--- src/rtl/seg_pkg.sv ---
package seg_pkg;
  localparam int unsigned LEN_W = 32;
  localparam logic [LEN_W-1:0] LEN_CAP = 32'hFFFF_FFC0;

  function automatic logic [LEN_W-1:0] align64(input logic [LEN_W-1:0] v);
    return v & LEN_CAP;
  endfunction

  function automatic logic [LEN_W-1:0] sat_add(input logic [LEN_W-1:0] a,
                                               input logic [LEN_W-1:0] b);
    logic [LEN_W:0] s;
    s = {1'b0, a} + {1'b0, b};
    return (s > {1'b0, LEN_CAP}) ? LEN_CAP : s[LEN_W-1:0];
  endfunction

  function automatic logic fits(input logic [LEN_W:0]   cap,
                                input logic [LEN_W-1:0] inflight,
                                input logic [LEN_W-1:0] len);
    return cap >= ({1'b0, inflight} + {1'b0, len});
  endfunction
endpackage

--- src/rtl/seg_cmd_chk.sv ---
module seg_cmd_chk
  import seg_pkg::*;
#(
  parameter int unsigned PKT_W   = 16,
  parameter int unsigned PKT_MIN = 64,
  parameter int unsigned PKT_MAX = 8960
) (
  input  logic [LEN_W-1:0] total_len,
  input  logic [PKT_W-1:0] pkt_len,
  output logic [LEN_W-1:0] tot_a,
  output logic [PKT_W-1:0] pkl_a,
  output logic             cmd_ok
);
  localparam logic [PKT_W-1:0] PKT_MASK = ~PKT_W'(63);

  always_comb begin
    tot_a  = align64(total_len);
    pkl_a  = pkt_len & PKT_MASK;
    cmd_ok = (tot_a != '0) &&
             (LEN_W'(pkl_a) >= LEN_W'(PKT_MIN)) &&
             (LEN_W'(pkl_a) <= LEN_W'(PKT_MAX));
  end
endmodule

--- src/rtl/seg_credit.sv ---
module seg_credit
  import seg_pkg::*;
#(
  parameter int unsigned WORD_W = 16
) (
  input  logic [WORD_W-1:0] buf_words,
  input  logic [LEN_W-1:0]  peer_win,
  input  logic [LEN_W-1:0]  nxt_ofs,
  input  logic [LEN_W-1:0]  ack_ofs,
  input  logic [LEN_W-1:0]  len,
  output logic              ok_data,
  output logic              ok_win
);
  localparam int unsigned PAD = LEN_W + 1 - WORD_W - 6;

  logic [LEN_W:0]   cap_buf;
  logic [LEN_W-1:0] inflight;

  always_comb begin
    cap_buf  = {{PAD{1'b0}}, buf_words, 6'b0};
    inflight = nxt_ofs - ack_ofs;
    ok_data  = fits(cap_buf, inflight, len);
    ok_win   = fits({1'b0, peer_win}, inflight, len);
  end
endmodule

--- src/rtl/seg_ack_trk.sv ---
module seg_ack_trk
  import seg_pkg::*;
(
  input  logic             clk,
  input  logic             rst_n,
  input  logic             clear,
  input  logic             busy,
  input  logic             ack_vld,
  input  logic [LEN_W-1:0] ack_ofs,
  input  logic [LEN_W-1:0] nxt_ofs,
  output logic [LEN_W-1:0] ack_q,
  output logic             ack_take
);
  assign ack_take = busy && ack_vld && (ack_ofs >= ack_q) && (ack_ofs <= nxt_ofs);

  always_ff @(posedge clk or negedge rst_n) begin
    if (!rst_n)        ack_q <= '0;
    else if (clear)    ack_q <= '0;
    else if (ack_take) ack_q <= ack_ofs;
  end

  // acknowledged pointer never passes the issue pointer
  p_ack_le_nxt_r11: assert property (@(posedge clk) disable iff (!rst_n)
    busy |-> ack_q <= nxt_ofs);
  // acknowledged pointer never moves backwards within a command
  p_ack_nodec_r11: assert property (@(posedge clk) disable iff (!rst_n)
    busy && $past(busy) |-> ack_q >= $past(ack_q));
endmodule

--- src/rtl/seg_send_ctrl.sv ---
module seg_send_ctrl
  import seg_pkg::*;
#(
  parameter int unsigned PKT_W   = 16,
  parameter int unsigned PKT_MAX = 8960,
  parameter int unsigned WORD_W  = 16
) (
  input  logic              clk,
  input  logic              rst_n,
  input  logic              start,
  input  logic [31:0]       total_len,
  input  logic [PKT_W-1:0]  pkt_len,
  input  logic              no_dup,
  input  logic              ext_wr,
  input  logic [31:0]       ext_len,
  input  logic              ack_vld,
  input  logic [31:0]       ack_ofs,
  input  logic [WORD_W-1:0] buf_words,
  input  logic [31:0]       peer_win,
  output logic              seg_req,
  output logic [31:0]       seg_ofs,
  output logic [PKT_W-1:0]  seg_len,
  output logic              busy,
  output logic [31:0]       remain_len
);
  logic             busy_q, nodup_q, dup_pend_q;
  logic [LEN_W-1:0] tot_q, nxt_q, res_ofs_q, seg_ofs_q;
  logic [PKT_W-1:0] pkl_q, res_len_q, seg_len_q;
  logic             seg_req_q, seg_dup_q;

  logic [LEN_W-1:0] tot_a, ext_a, ack_q, rem, pkl32, cand_len;
  logic [PKT_W-1:0] pkl_a;
  logic             cmd_ok, ack_take, ok_data, ok_win;
  logic             full_avail, is_res, res_gate;
  logic             start_acc, ext_take, issue_new, issue_dup, done;

  seg_cmd_chk #(.PKT_W(PKT_W), .PKT_MIN(64), .PKT_MAX(PKT_MAX)) u_chk (
    .total_len(total_len), .pkt_len(pkt_len),
    .tot_a(tot_a), .pkl_a(pkl_a), .cmd_ok(cmd_ok));

  seg_ack_trk u_ack (
    .clk(clk), .rst_n(rst_n), .clear(start_acc), .busy(busy_q),
    .ack_vld(ack_vld), .ack_ofs(ack_ofs), .nxt_ofs(nxt_q),
    .ack_q(ack_q), .ack_take(ack_take));

  seg_credit #(.WORD_W(WORD_W)) u_cred (
    .buf_words(buf_words), .peer_win(peer_win), .nxt_ofs(nxt_q),
    .ack_ofs(ack_q), .len(cand_len), .ok_data(ok_data), .ok_win(ok_win));

  always_comb begin
    ext_a      = align64(ext_len);
    rem        = tot_q - nxt_q;
    pkl32      = LEN_W'(pkl_q);
    full_avail = rem >= pkl32;
    cand_len   = full_avail ? pkl32 : rem;
    is_res     = !full_avail && (rem != '0);
    res_gate   = !is_res || (ack_q == nxt_q);
    start_acc  = start && !busy_q && cmd_ok;
    ext_take   = ext_wr && busy_q;
    issue_dup  = busy_q && dup_pend_q;
    issue_new  = busy_q && !dup_pend_q && (rem != '0) && res_gate && ok_data && ok_win;
    done       = busy_q && !dup_pend_q && (rem == '0) && (ack_q == tot_q) &&
                 !(ext_take && ext_a != '0);
  end

  always_ff @(posedge clk or negedge rst_n) begin
    if (!rst_n) begin
      busy_q <= 1'b0; nodup_q <= 1'b0; dup_pend_q <= 1'b0;
      tot_q <= '0; nxt_q <= '0; pkl_q <= '0;
      res_ofs_q <= '0; res_len_q <= '0;
      seg_req_q <= 1'b0; seg_ofs_q <= '0; seg_len_q <= '0; seg_dup_q <= 1'b0;
    end else begin
      seg_req_q <= issue_new || issue_dup;
      if (start_acc) begin
        busy_q     <= 1'b1;
        tot_q      <= tot_a;
        nxt_q      <= '0;
        pkl_q      <= pkl_a;
        nodup_q    <= no_dup;
        dup_pend_q <= 1'b0;
      end else begin
        if (ext_take) tot_q <= sat_add(tot_q, ext_a);
        if (done)     busy_q <= 1'b0;
        if (issue_dup) begin
          seg_ofs_q  <= res_ofs_q;
          seg_len_q  <= res_len_q;
          seg_dup_q  <= 1'b1;
          dup_pend_q <= 1'b0;
        end else if (issue_new) begin
          seg_ofs_q <= nxt_q;
          seg_len_q <= cand_len[PKT_W-1:0];
          seg_dup_q <= 1'b0;
          nxt_q     <= nxt_q + cand_len;
          if (is_res && !nodup_q) begin
            dup_pend_q <= 1'b1;
            res_ofs_q  <= nxt_q;
            res_len_q  <= cand_len[PKT_W-1:0];
          end
        end
      end
    end
  end

  assign seg_req    = seg_req_q;
  assign seg_ofs    = seg_ofs_q;
  assign seg_len    = seg_len_q;
  assign busy       = busy_q;
  assign remain_len = tot_q - nxt_q;

  // requests only appear during a command
  p_req_busy_r6: assert property (@(posedge clk) disable iff (!rst_n)
    seg_req_q |-> busy_q);
  // busy falls only once the acknowledged offset reached the total
  p_done_cover_r6: assert property (@(posedge clk) disable iff (!rst_n)
    $fell(busy_q) |-> $past(ack_q) == $past(tot_q));
  // a first-time short tail waits for all prior bytes to be acknowledged
  p_res_gate_r4: assert property (@(posedge clk) disable iff (!rst_n)
    seg_req_q && !seg_dup_q && (seg_len_q < pkl_q) |-> $past(ack_q) == seg_ofs_q);
  // a duplicate follows its original tail on the next cycle
  p_dup_follow_r5: assert property (@(posedge clk) disable iff (!rst_n)
    seg_req_q && seg_dup_q |->
      $past(seg_req_q) && !$past(seg_dup_q) && $past(seg_ofs_q) == seg_ofs_q);
  // buffer held enough data for the new request
  p_credit_r9: assert property (@(posedge clk) disable iff (!rst_n)
    seg_req_q && !seg_dup_q |->
      (33'($past(buf_words)) << 6) + 33'($past(ack_q)) >= 33'(seg_ofs_q) + 33'(seg_len_q));
  // peer window admitted the new request
  p_window_r10: assert property (@(posedge clk) disable iff (!rst_n)
    seg_req_q && !seg_dup_q |->
      33'($past(peer_win)) + 33'($past(ack_q)) >= 33'(seg_ofs_q) + 33'(seg_len_q));
endmodule

--- config.mk ---
export PLATFORM = sky130hd
export DESIGN_NAME = seg_send_ctrl
export DESIGN_NICKNAME = d
export VERILOG_FILES = /design/src/rtl/seg_pkg.sv /design/src/rtl/seg_cmd_chk.sv /design/src/rtl/seg_credit.sv /design/src/rtl/seg_ack_trk.sv /design/src/rtl/seg_send_ctrl.sv
export SDC_FILE = /design/constraint.sdc
export NUM_CORES = 1
export LEC_CHECK = 0
export ABC_AREA = 0
export BUFFER_PORTS_ARGS = -buffer_cell sky130_fd_sc_hd__buf_2
export CORE_ASPECT_RATIO = 0.5
export CORE_MARGIN = 2
export CORE_UTILIZATION = 45
export DETAILED_ROUTE_END_ITERATION = 8
export GPL_ROUTABILITY_DRIVEN = 1
export SYNTH_ARGS = -nofsm -noshare
export SYNTH_HDL_FRONTEND = slang
export SYNTH_HIERARCHICAL = 1
export SYNTH_SLANG_ARGS = --single-unit
--- constraint.sdc ---
create_clock -name clk -period 11.4 [get_ports clk]
set_input_delay 2.28 -clock clk [delete_from_list [all_inputs] [get_ports clk]]
set_output_delay 2.28 -clock clk [all_outputs]
set_load 0.01 [all_outputs]
==> impl_metrics.yaml, run 1 <==
logic_synthesis:
  synth_enable_flop_cells: 0
  netlist_instances: 2589
  postSynthRegisterBits: 212
  syn-mean-instance-area_um2: 8.40
  synthFlopType: "sky130_fd_sc_hd__dfrtp_1"
  yosys_warnings: 6
  ys_seq_area_frac: 0.244
  synthMostInstantiatedCell: "sky130_fd_sc_hd__ha_1"
  netlist_top_cells_count: "sky130_fd_sc_hd__ha_1, sky130_fd_sc_hd__a21oi_1, sky130_fd_sc_hd__dfrtp_1"
  post-synth-top-area-cell: "sky130_fd_sc_hd__dfrtp_1"
  async_reset_ff_frac: 1.00
  yosys.cell_types.count: 93
  synth_largest_type_area_fraction: 0.244
  synth_top_cells_by_area: "sky130_fd_sc_hd__dfrtp_1, sky130_fd_sc_hd__ha_1, sky130_fd_sc_hd__a21oi_1"
  mappedNetlistArea_um2: 21800
sta:
  finalWorstSetupSlack_ns: 0.659
  worst-slew-pin-transition_ns: 1.18
  finalSetupViolCount: 0
  rsz0062_at_grt: "no"
  post-route-period-util: 0.942
  clock.fmax_mhz: 93.1
  fin_skew_ns: 0.0254
  final_worst_path_period_need_ns: 10.74
  timing.final.hold_violations: 0
  max-slew-margin-rel: 0.209
  slew_violations: 0
  fin_worst_hold_slack_ns: 0.485
  fin_setup_tns_ns: 0
global_route:
  grt_max_degree: 133
  grt-ovfl-total: 0
  first_global_vias: 18900
  grt_antenna_before_repair: 0
  first_pass_grt_wire_length_mm: 109
  globalRouteTotalUtil: 0.277
die:
  floorplan.initialDensity: 0.460
  rows: 56
  die_w_um: 315
  core_area_um2: 47300
  die-height_um: 159
  floorplan.die_area_um2: 50200
  boundaryPins: 248
cts:
  clkSlewWorstSetupHoldPaths_ns: 0.06
  hold_buffers: 0
  numCtsBuffers: 24
  max-clock-path-buffers: 3
  clock-root-buffer: "sky130_fd_sc_hd__clkbuf_16"
  postCtsSetupBuffers: 0
  cts_max_level: 1
  tritoncts: "built"
  cts.repair.resized: 0
  clk-insertion-delay-late_ns: 0.55
  cts.sinks: 212
finish:
  multiInputGateArea_um2: 15100
  area.growth.synth_to_final_pct: 12.0
  nNetsFinal: 3259
  antenna-diode-count: 0
  fraction_of_layout_instances_using_a_drive_strength_above_1: 0.143
  final-seq-area_um2: 5310
  fillers: 4591
  final_design_area_excluding_fillers_um2: 24400
pwr:
  ir_drop_mv: 0.105
  seqPwrFrac: 0.187
  sw_frac_of_total: 0.502
  leakage_power_total_nw: 11.6
  p_per_area_nw_per_um2: 266
  clock_power_share: 0.132
  switchingPower_mw: 3.26
  comb_power_share: 0.682
  power.internal_mw: 3.23
  design_power_total_mw: 6.49
worst_setup_path:
  worst_setup_path_end_kind: "flop"
  crit_start: "nxt_q[0]$_DFFE_PN0P_"
  cp_data_arrival_time_ns: 11.16
  ff2ff_path_depth: 39
  timing.critical_path.slowest_stage_cell: "sky130_fd_sc_hd__nor4b_4"
  r2r_start: "nxt_q[0]$_DFFE_PN0P_"
  required_ns: 11.81
  worst-setup-path-type: "reg -> reg"
  critPathLaunchType: "flop"
  worst_r2r_endpoint: "res_len_q[0]$_DFFE_PN0P_"
  worst-path-max-fanout: 49
  critical-path-max-stage-delay_ns: 0.53
  r2r_slack_ns: 0.66
detailed_routing:
  pre_repair_dr_iteration_count: 6
  ant_nets: 0
  routed_wl_mm: 71.7
  drc_errors: 0
  routed_wire_length_per_instance_um: 20.7
  drt_iter0_markers: 1576
  vias: 20200
  vias_per_cell: 5.83
job:
  maxCapViolCount: 0
worst_hold_path:
  whs_path_depth: 2
  min_to: "seg_len[2]$_DFFE_PN0P_"
  min_delay_path_class: "reg -> reg"
  timing.hold.worst.start: "res_len_q[2]$_DFFE_PN0P_"
place:
  post_dp_cell_area_um2: 23500
  count_of_port_buffers_added_during_placement: 229
  globalplace.congestion: 0.943
  dpl.hpwl_mm: 58.1
  dp_slack_ns: 0.769
outcome:
  run_status: "completed"
[power groups by stage]
stage / registers, mW / logic [mW] / clock network [mW]
floorplan: 1.05 / 3.30 / 0
global placement: 1.21 / 4.31 / 0
detailed placement: 1.21 / 4.35 / 0
CTS: 1.19 / 4.38 / 0.861
global route: 1.22 / 4.94 / 0.890
finish: 1.21 / 4.42 / 0.854
[worst max path at each step]
stage / to / cells past startpoint
after global placement: res_len_q[1]$_DFFE_PN0P_ / 39
final: res_len_q[0]$_DFFE_PN0P_ / 39
after detailed placement: res_len_q[15]$_DFFE_PN0P_ / 39
after CTS: res_ofs_q[16]$_DFFE_PN0P_ / 39
after floorplan: res_ofs_q[22]$_DFFE_PN0P_ / 42
after global routing: res_ofs_q[16]$_DFFE_PN0P_ / 39
[per-layer routing]
layer	GRT usage	share of wire	vias to the layer above	wire length (um)
li1	-	-	9797	-
met1	0.427	0.50	9707	36000
met2	0.413	0.41	576	29700
met3	0.0339	0.065	76	4630
met4	0.0515	0.018	0	1280
met5	0	0	-	0
[cells by family after synthesis]
| family | Yosys count | share of synthesized area |
|---|---|---|
| compound gates | 734 | 0.221 |
| xor+xnor | 178 | 0.0716 |
| fa+ha+maj | 290 | 0.168 |
| buf+inv | 331 | 0.0683 |
| flops | 212 | 0.244 |
| mux | 95 | 0.0484 |
| other cells | 2 | 0.000345 |
| simple gates | 747 | 0.178 |
[layout make-up]
class | instances | area share
Clock buffer | 31 | 0.0261
Timing Repair Buffer | 278 | 0.0635
Multi-Input combinational cell | 2087 | 0.621
Inverter | 200 | 0.0308
Tap cell | 638 | 0.0327
Clock inverter | 12 | 0.00837
Sequential cell | 212 | 0.218
[state kept, by name, indices dropped and copies added (netlist names)]
register	cells
tot_q	32
res_ofs_q	32
nxt_q	32
busy	1
seg_ofs	32
pkl_q	16
dup_pend_q	1
seg_req	1
u_ack/ack_q	32
seg_len	16
res_len_q	16
nodup_q	1
[placed cells by master (no fill, tap or decap), types with 48 or more instances in the layout]
cell	count
sky130_fd_sc_hd__buf_2	228
sky130_fd_sc_hd__xor2_1	76
sky130_fd_sc_hd__a21oi_1	218
sky130_fd_sc_hd__a21o_1	75
sky130_fd_sc_hd__o211ai_1	48
sky130_fd_sc_hd__nand2_1	201
sky130_fd_sc_hd__ha_1	285
sky130_fd_sc_hd__inv_1	199
sky130_fd_sc_hd__nand4_1	54
sky130_fd_sc_hd__dfrtp_1	212
sky130_fd_sc_hd__nor2_1	111
sky130_fd_sc_hd__nand3_1	112
sky130_fd_sc_hd__nand2b_1	79
sky130_fd_sc_hd__o21ai_0	149
sky130_fd_sc_hd__xnor2_1	102
[worst max-delay path: cells and delay by family (launching register included)]
kind	cells	cell delay, ns
buf+inv	3	0.71
xor+xnor	2	0.45
fa+ha+maj	5	1.66
flops	1	0.47
simple gates	13	3.07
compound gates	14	3.28
mux	2	0.89
[through the flow]
stage / util / cells
floorplan: - / 2630
global placement: 0.498 / 3415
detailed placement: 0.498 / 3415
CTS: 0.515 / 3458
global route: 0.515 / 3458
finish: 0.515 / 3458
(Power assumes the default switching activity.)
==> run 2, diff against run 1 <==
--- a/config.mk
+++ b/config.mk
@@ -6,7 +6,7 @@
 export NUM_CORES = 1
 export LEC_CHECK = 0
 export ABC_AREA = 0
-export BUFFER_PORTS_ARGS = -buffer_cell sky130_fd_sc_hd__buf_2
+export BUFFER_PORTS_ARGS = -buffer_cell sky130_fd_sc_hd__buf_4
 export CORE_ASPECT_RATIO = 0.5
 export CORE_MARGIN = 2
 export CORE_UTILIZATION = 45
==> run 2 against run 1 <==
Combinational power rose by 2%. Final cell count barely moved. Hold slack got worse by 0.0029 ns. Setup slack got worse by 0.021 ns. Flip-flop and latch count did not move. Critical path depth did not move. Clock-buffer cell count rose by 3. Clock skew fell by 0.015 ns. Fmax fell by 0.19%. Sequential power barely moved.
==> impl_metrics.yaml, run 2 (same netlist as run 1, synthesis figures left out) <==
outcome:
  run_status: "completed"
global_route:
  grt_max_degree: 92
  grt_antenna_before_repair: 0
  grt-ovfl-total: 0
  globalRouteTotalUtil: 0.281
  first_pass_grt_wire_length_mm: 111
  first_global_vias: 19000
worst_setup_path:
  r2r_slack_ns: 0.64
  path_common_cell: "sky130_fd_sc_hd__ha_1"
  timing.critical_path.slowest_stage_cell: "sky130_fd_sc_hd__o21ai_0"
  required_ns: 11.85
  critical-path-max-stage-delay_ns: 0.94
  critPathLaunchType: "flop"
  ff2ff_path_depth: 39
  worst-setup-path-type: "reg -> reg"
  worst_setup_path_end_kind: "flop"
  cp_data_arrival_time_ns: 11.21
  worst-path-max-fanout: 78
place:
  globalplace.congestion: 0.968
  count_of_port_buffers_added_during_placement: 229
  dpl.hpwl_mm: 59.0
finish:
  layout.cells.most_common: "sky130_fd_sc_hd__ha_1"
  nNetsFinal: 3259
  fraction_of_layout_instances_using_a_drive_strength_above_1: 0.143
  area.growth.synth_to_final_pct: 14.3
  mostFrequentLayoutCells: "sky130_fd_sc_hd__ha_1, sky130_fd_sc_hd__buf_4, sky130_fd_sc_hd__a21oi_1"
  antenna-diode-count: 0
cts:
  numCtsBuffers: 24
  postCtsSetupBuffers: 0
  clk-insertion-delay-late_ns: 0.54
  hold_buffers: 0
  clock-root-buffer: "sky130_fd_sc_hd__clkbuf_16"
  max-clock-path-buffers: 3
  cts.repair.resized: 0
  clkSlewWorstSetupHoldPaths_ns: 0.07
  cts.sinks: 212
  cts_max_level: 1
  tritoncts: "built"
detailed_routing:
  routed_wl_mm: 72.5
  routed_wire_length_per_instance_um: 21.0
  drc_errors: 0
  vias: 20200
  vias_per_cell: 5.86
  drt_iter0_markers: 1791
  pre_repair_dr_iteration_count: 5
  ant_nets: 0
sta:
  fin_worst_hold_slack_ns: 0.482
  fin_setup_tns_ns: 0
  slew_violations: 0
  post-route-period-util: 0.944
  fin_skew_ns: 0.0109
  max-slew-margin-rel: 0.207
  timing.final.hold_violations: 0
  worst-slew-pin-transition_ns: 1.18
  finalSetupViolCount: 0
  final_worst_path_period_need_ns: 10.76
  clock.fmax_mhz: 92.9
  rsz0062_at_grt: "no"
die:
  floorplan.die_area_um2: 50200
  boundaryPins: 248
  floorplan.initialDensity: 0.460
  rows: 56
  core_area_um2: 47300
  die_w_um: 315
  die-height_um: 159
job:
  maxCapViolCount: 0
pwr:
  design_power_total_mw: 6.52
  ir_drop_mv: 0.0961
  p_per_area_nw_per_um2: 262
  leakage_power_total_nw: 11.7
worst_hold_path:
  whs_path_depth: 2
  min_delay_path_class: "reg -> reg"
[run 2: changes by cell type in the layout (fill, tap and decap cells not counted), sizes merged]
cell | before | now
clkinvlp | 0 | 1
clkinv | 8 | 6
bufinv | 5 | 1
clkbuf | 31 | 35
buf | 278 | 277
[run 2: path summary, 6_finish.rpt]
check | from | to
setup / recovery | nxt_q[11]$_DFFE_PN0P_ | nxt_q[26]$_DFFE_PN0P_
hold / removal | res_len_q[12]$_DFFE_PN0P_ | seg_len[12]$_DFFE_PN0P_
setup reg to reg | nxt_q[11]$_DFFE_PN0P_ | nxt_q[26]$_DFFE_PN0P_
hold reg to reg | res_len_q[12]$_DFFE_PN0P_ | seg_len[12]$_DFFE_PN0P_
max in group asynchronous | rst_n | res_ofs_q[3]$_DFFE_PN0P_
min in group asynchronous | rst_n | pkl_q[6]$_DFFE_PN0P_
[run 2: metrics by stage]
stage	worst slack, ns	area [um2]	instances	utilization
after global placement	0.842	24100	3415	0.509
after detailed placement	0.741	24100	3415	0.509
after floorplan	2.49	21900	2630	-
after CTS	0.722	24900	3456	0.526
final	0.638	24900	3456	0.526
after global routing	0.0156	24900	3456	0.526
[run 2: layout make-up]
cell class	count	area (um2)
multi-input cells	2087	15100
flip-flops and latches	212	5310
inverters	200	752
clock inverters	7	66.3
well taps	638	798
repair buffers	278	2110
fillers	4624	22400
clock buffers	34	699
[run 2: metal layers]
metal  global-route usage  wire [um]  vias to the layer above
met1                0.435      35900                     9739
met3               0.0302       5110                       69
met2                0.420      30300                      645
met5                    0          0                        -
li1                     -          -                     9790
met4               0.0491       1300                        0
[run 2: power breakdown]
part,switching (mW),internal [mW]
logic,2.60,1.92
clock network,0.338,0.448
registers,0.339,0.880
total,3.27,3.25
[run 2: critical path, delay by kind of cell (launching register included)]
kind                       cells  cell delay [ns]
AOI/OAI and AO/OA             15             3.57
buffers and inverters          5             1.28
and+or+nand+nor               13             3.14
adders and majority gates      4             1.35
xor gates and xnor gates       2             0.67
DFF                            1             0.59
==> run 3, diff against run 2 <==
--- a/config.mk
+++ b/config.mk
@@ -14,5 +14,4 @@
 export GPL_ROUTABILITY_DRIVEN = 1
 export SYNTH_ARGS = -nofsm -noshare
 export SYNTH_HDL_FRONTEND = slang
-export SYNTH_HIERARCHICAL = 1
 export SYNTH_SLANG_ARGS = --single-unit
==> run 3 against run 2 <==
First-iteration DRC count shrank 17%. Routed wire length decreased by 12%. Synthesized area decreased by 11%. Clock skew rose by 0.0018 ns. Fmax is 5.8% higher. Critical endpoint is now seg_ofs[3]$_DFFE_PN0P_.
==> impl_metrics.yaml, run 3 <==
die:
  floorplan.die_area_um2: 44900
  die-height_um: 151
  die_w_um: 298
  floorplan.initialDensity: 0.459
  core_area_um2: 42200
  rows: 53
  boundaryPins: 248
place:
  dpl.hpwl_mm: 51.2
  count_of_port_buffers_added_during_placement: 229
  post_dp_cell_area_um2: 22000
  globalplace.congestion: 0.937
pwr:
  sw_frac_of_total: 0.502
  p_per_area_nw_per_um2: 238
  comb_power_share: 0.699
  switchingPower_mw: 2.70
  ir_drop_mv: 0.122
  power.internal_mw: 2.69
  seqPwrFrac: 0.185
  clock_power_share: 0.116
  leakage_power_total_nw: 11.0
cts:
  cts.sinks: 200
  clk-insertion-delay-late_ns: 0.47
  numCtsBuffers: 17
  clock-root-buffer: "sky130_fd_sc_hd__clkbuf_16"
  hold_buffers: 0
  max-clock-path-buffers: 2
  clkSlewWorstSetupHoldPaths_ns: 0.08
  cts_max_level: 4
  tritoncts: "built"
detailed_routing:
  drc_errors: 0
  drt_iter0_markers: 1488
  routed_wl_mm: 63.5
  vias_per_cell: 5.73
  vias: 17700
  pre_repair_dr_iteration_count: 5
  ant_nets: 0
  routed_wire_length_per_instance_um: 20.6
finish:
  antenna-diode-count: 0
  layout.cells.most_common: "sky130_fd_sc_hd__buf_4"
  final_design_area_excluding_fillers_um2: 22600
  area.growth.synth_to_final_pct: 16.6
  nNetsFinal: 2927
  mostFrequentLayoutCells: "sky130_fd_sc_hd__buf_4, sky130_fd_sc_hd__ha_1, sky130_fd_sc_hd__nand2_1"
  fillers: 3977
  fraction_of_layout_instances_using_a_drive_strength_above_1: 0.159
worst_setup_path:
  critical-path-max-stage-delay_ns: 0.62
  cp_data_arrival_time_ns: 10.47
  critical-path-top-delay-family: "compound AO/OA/AOI/OAI gates"
  worst-setup-path-type: "reg -> reg"
  crit_start: "nxt_q[9]$_DFFE_PN0P_"
  critical_path.n_buffers_inverters: 3
  timing_endpoint_of_the_critical_path: "seg_ofs[3]$_DFFE_PN0P_"
  timing.critical_path.depth: 37
  required_ns: 11.70
  worst-path-max-fanout: 29
  timing.critical_path.slowest_stage_cell: "sky130_fd_sc_hd__and4_1"
  r2r_start: "nxt_q[9]$_DFFE_PN0P_"
  ff2ff_path_depth: 37
  path_common_cell: "sky130_fd_sc_hd__ha_1"
  worst_r2r_endpoint: "seg_ofs[3]$_DFFE_PN0P_"
  r2r_slack_ns: 1.23
  worst_setup_path_end_kind: "flop"
  critPathLaunchType: "flop"
global_route:
  first_global_vias: 16600
  grt-ovfl-total: 0
  first_pass_grt_wire_length_mm: 97.2
  grt_antenna_before_repair: 0
  grt_max_degree: 95
  globalRouteTotalUtil: 0.283
sta:
  max-slew-margin-rel: 0.329
  finalSetupViolCount: 0
  post-route-period-util: 0.892
  final_worst_path_period_need_ns: 10.17
  fin_setup_tns_ns: 0
  slew_violations: 0
  fin_skew_ns: 0.0126
  worst-slew-pin-transition_ns: 0.998
  clock.fmax_mhz: 98.3
  timing.final.hold_violations: 0
  rsz0062_at_grt: "no"
logic_synthesis:
  synth_top_cells_by_area: "sky130_fd_sc_hd__dfrtp_1, sky130_fd_sc_hd__ha_1, sky130_fd_sc_hd__mux2i_1"
  mappedNetlistArea_um2: 19400
  yosys.cell_types.count: 93
  synth_enable_flop_cells: 0
  ys_seq_area_frac: 0.258
  netlist_top_cells_count: "sky130_fd_sc_hd__ha_1, sky130_fd_sc_hd__nand2_1, sky130_fd_sc_hd__dfrtp_1"
  netlist_instances: 2232
  synthFlopType: "sky130_fd_sc_hd__dfrtp_1"
  synth_largest_type_area_fraction: 0.258
  post-synth-top-area-cell: "sky130_fd_sc_hd__dfrtp_1"
  syn-mean-instance-area_um2: 8.69
  postSynthRegisterBits: 200
  async_reset_ff_frac: 1.00
  yosys_warnings: 0
  synthMostInstantiatedCell: "sky130_fd_sc_hd__ha_1"
job:
  maxCapViolCount: 0
worst_hold_path:
  min_delay_path_class: "reg -> reg"
  timing.hold.worst.start: "res_len_q[6]$_DFFE_PN0P_"
outcome:
  run_status: "completed"
==> run 3: changes by cell type in the layout (fill, tap and decap cells not counted), moves of 30 or more <==
cell / before / now
sky130_fd_sc_hd__nand2b_1: 79 / 30
sky130_fd_sc_hd__nand3_1: 112 / 43
sky130_fd_sc_hd__a21oi_1: 218 / 186
sky130_fd_sc_hd__mux2_4: 9 / 39
sky130_fd_sc_hd__inv_1: 199 / 156
sky130_fd_sc_hd__o211ai_1: 48 / 6
sky130_fd_sc_hd__mux2i_1: 41 / 97
sky130_fd_sc_hd__o22ai_1: 1 / 31
==> run 3: logic make-up after synthesis <==
logic type / count (synthesis) / share of synthesized area
adders and majority gates: 270 / 0.175
DFF: 200 / 0.258
muxes: 148 / 0.0872
and+or+nand+nor: 628 / 0.164
xor gates and xnor gates: 151 / 0.0689
buffers and inverters: 216 / 0.0458
AOI/OAI and AO/OA: 618 / 0.200
other: 1 / 0.000193
==> run 3: power groups by stage <==
stage	Clock (mW)	Combinational [mW]	Sequential (mW)
2_1_floorplan	0	2.63	0.942
3_3_place_gp	0	3.67	1.00
5_1_grt	0.654	4.22	1.01
4_1_cts	0.629	3.73	0.991
3_5_place_dp	0	3.70	1.01
6_report	0.623	3.77	0.998
==> run 3: worst register-to-register path, delay by kind of cell, from the launching register on <==
family | cells | cell delay [ns]
buffers and inverters | 3 | 0.69
muxes | 1 | 0.23
and+or+nand+nor | 10 | 2.34
adders and majority gates | 6 | 2.13
xor gates and xnor gates | 2 | 0.53
AOI/OAI and AO/OA | 15 | 3.60
DFF | 1 | 0.48
==> run 3: area by class of cell <==
type | count | area, um2 | area share
multi-input cells | 1846 | 13700 | 0.604
repair buffers | 273 | 2080 | 0.0920
inverters | 156 | 586 | 0.0259
well taps | 577 | 722 | 0.0319
clock inverters | 14 | 133 | 0.00586
clock buffers | 18 | 439 | 0.0194
flip-flops and latches | 200 | 5000 | 0.221
==> run 3: layer usage <==
layer / global-route usage / share of wire
met1: 0.433 / 0.51
met2: 0.414 / 0.41
met3: 0.0468 / 0.068
met4: 0.0571 / 0.014
met5: 0 / 0
==> run 3: how the worst min path moves through the flow <==
stage / cells after the start / slack (ns) / to
floorplan: 2 / 0.44 / seg_len[6]$_DFFE_PN0P_
global placement: 2 / 0.45 / seg_len[6]$_DFFE_PN0P_
detailed placement: 2 / 0.47 / seg_len[2]$_DFFE_PN0P_
CTS: 2 / 0.48 / seg_len[6]$_DFFE_PN0P_
global route: 2 / 0.51 / seg_ofs[9]$_DFFE_PN0P_
finish: 2 / 0.48 / seg_len[6]$_DFFE_PN0P_
==> run 3: per-stage QoR <==
| stage | util | total power [mW] | hold slack (ns) | std cells | setup WS [ns] |
|---|---|---|---|---|---|
| 2_1_floorplan | - | 3.57 | 0.444 | 2262 | 2.64 |
| 3_3_place_gp | 0.522 | 4.67 | 0.452 | 3051 | 0.983 |
| 3_5_place_dp | 0.522 | 4.71 | 0.465 | 3051 | 0.919 |
| 4_1_cts | 0.535 | 5.35 | 0.483 | 3083 | 0.882 |
| 5_1_grt | 0.536 | 5.89 | 0.510 | 3084 | 0.391 |
| 6_report | 0.536 | 5.39 | 0.484 | 3084 | 1.23 |
==> run 3: timing repair <==
| action | in CTS | in global routing |
|---|---|---|
| setup endpoints to repair | 0 | 48 |
| buffers inserted | 0 | 1 |
| resized for setup | 0 | 0 |
| endpoints found under the hold margin | 0 | 0 |
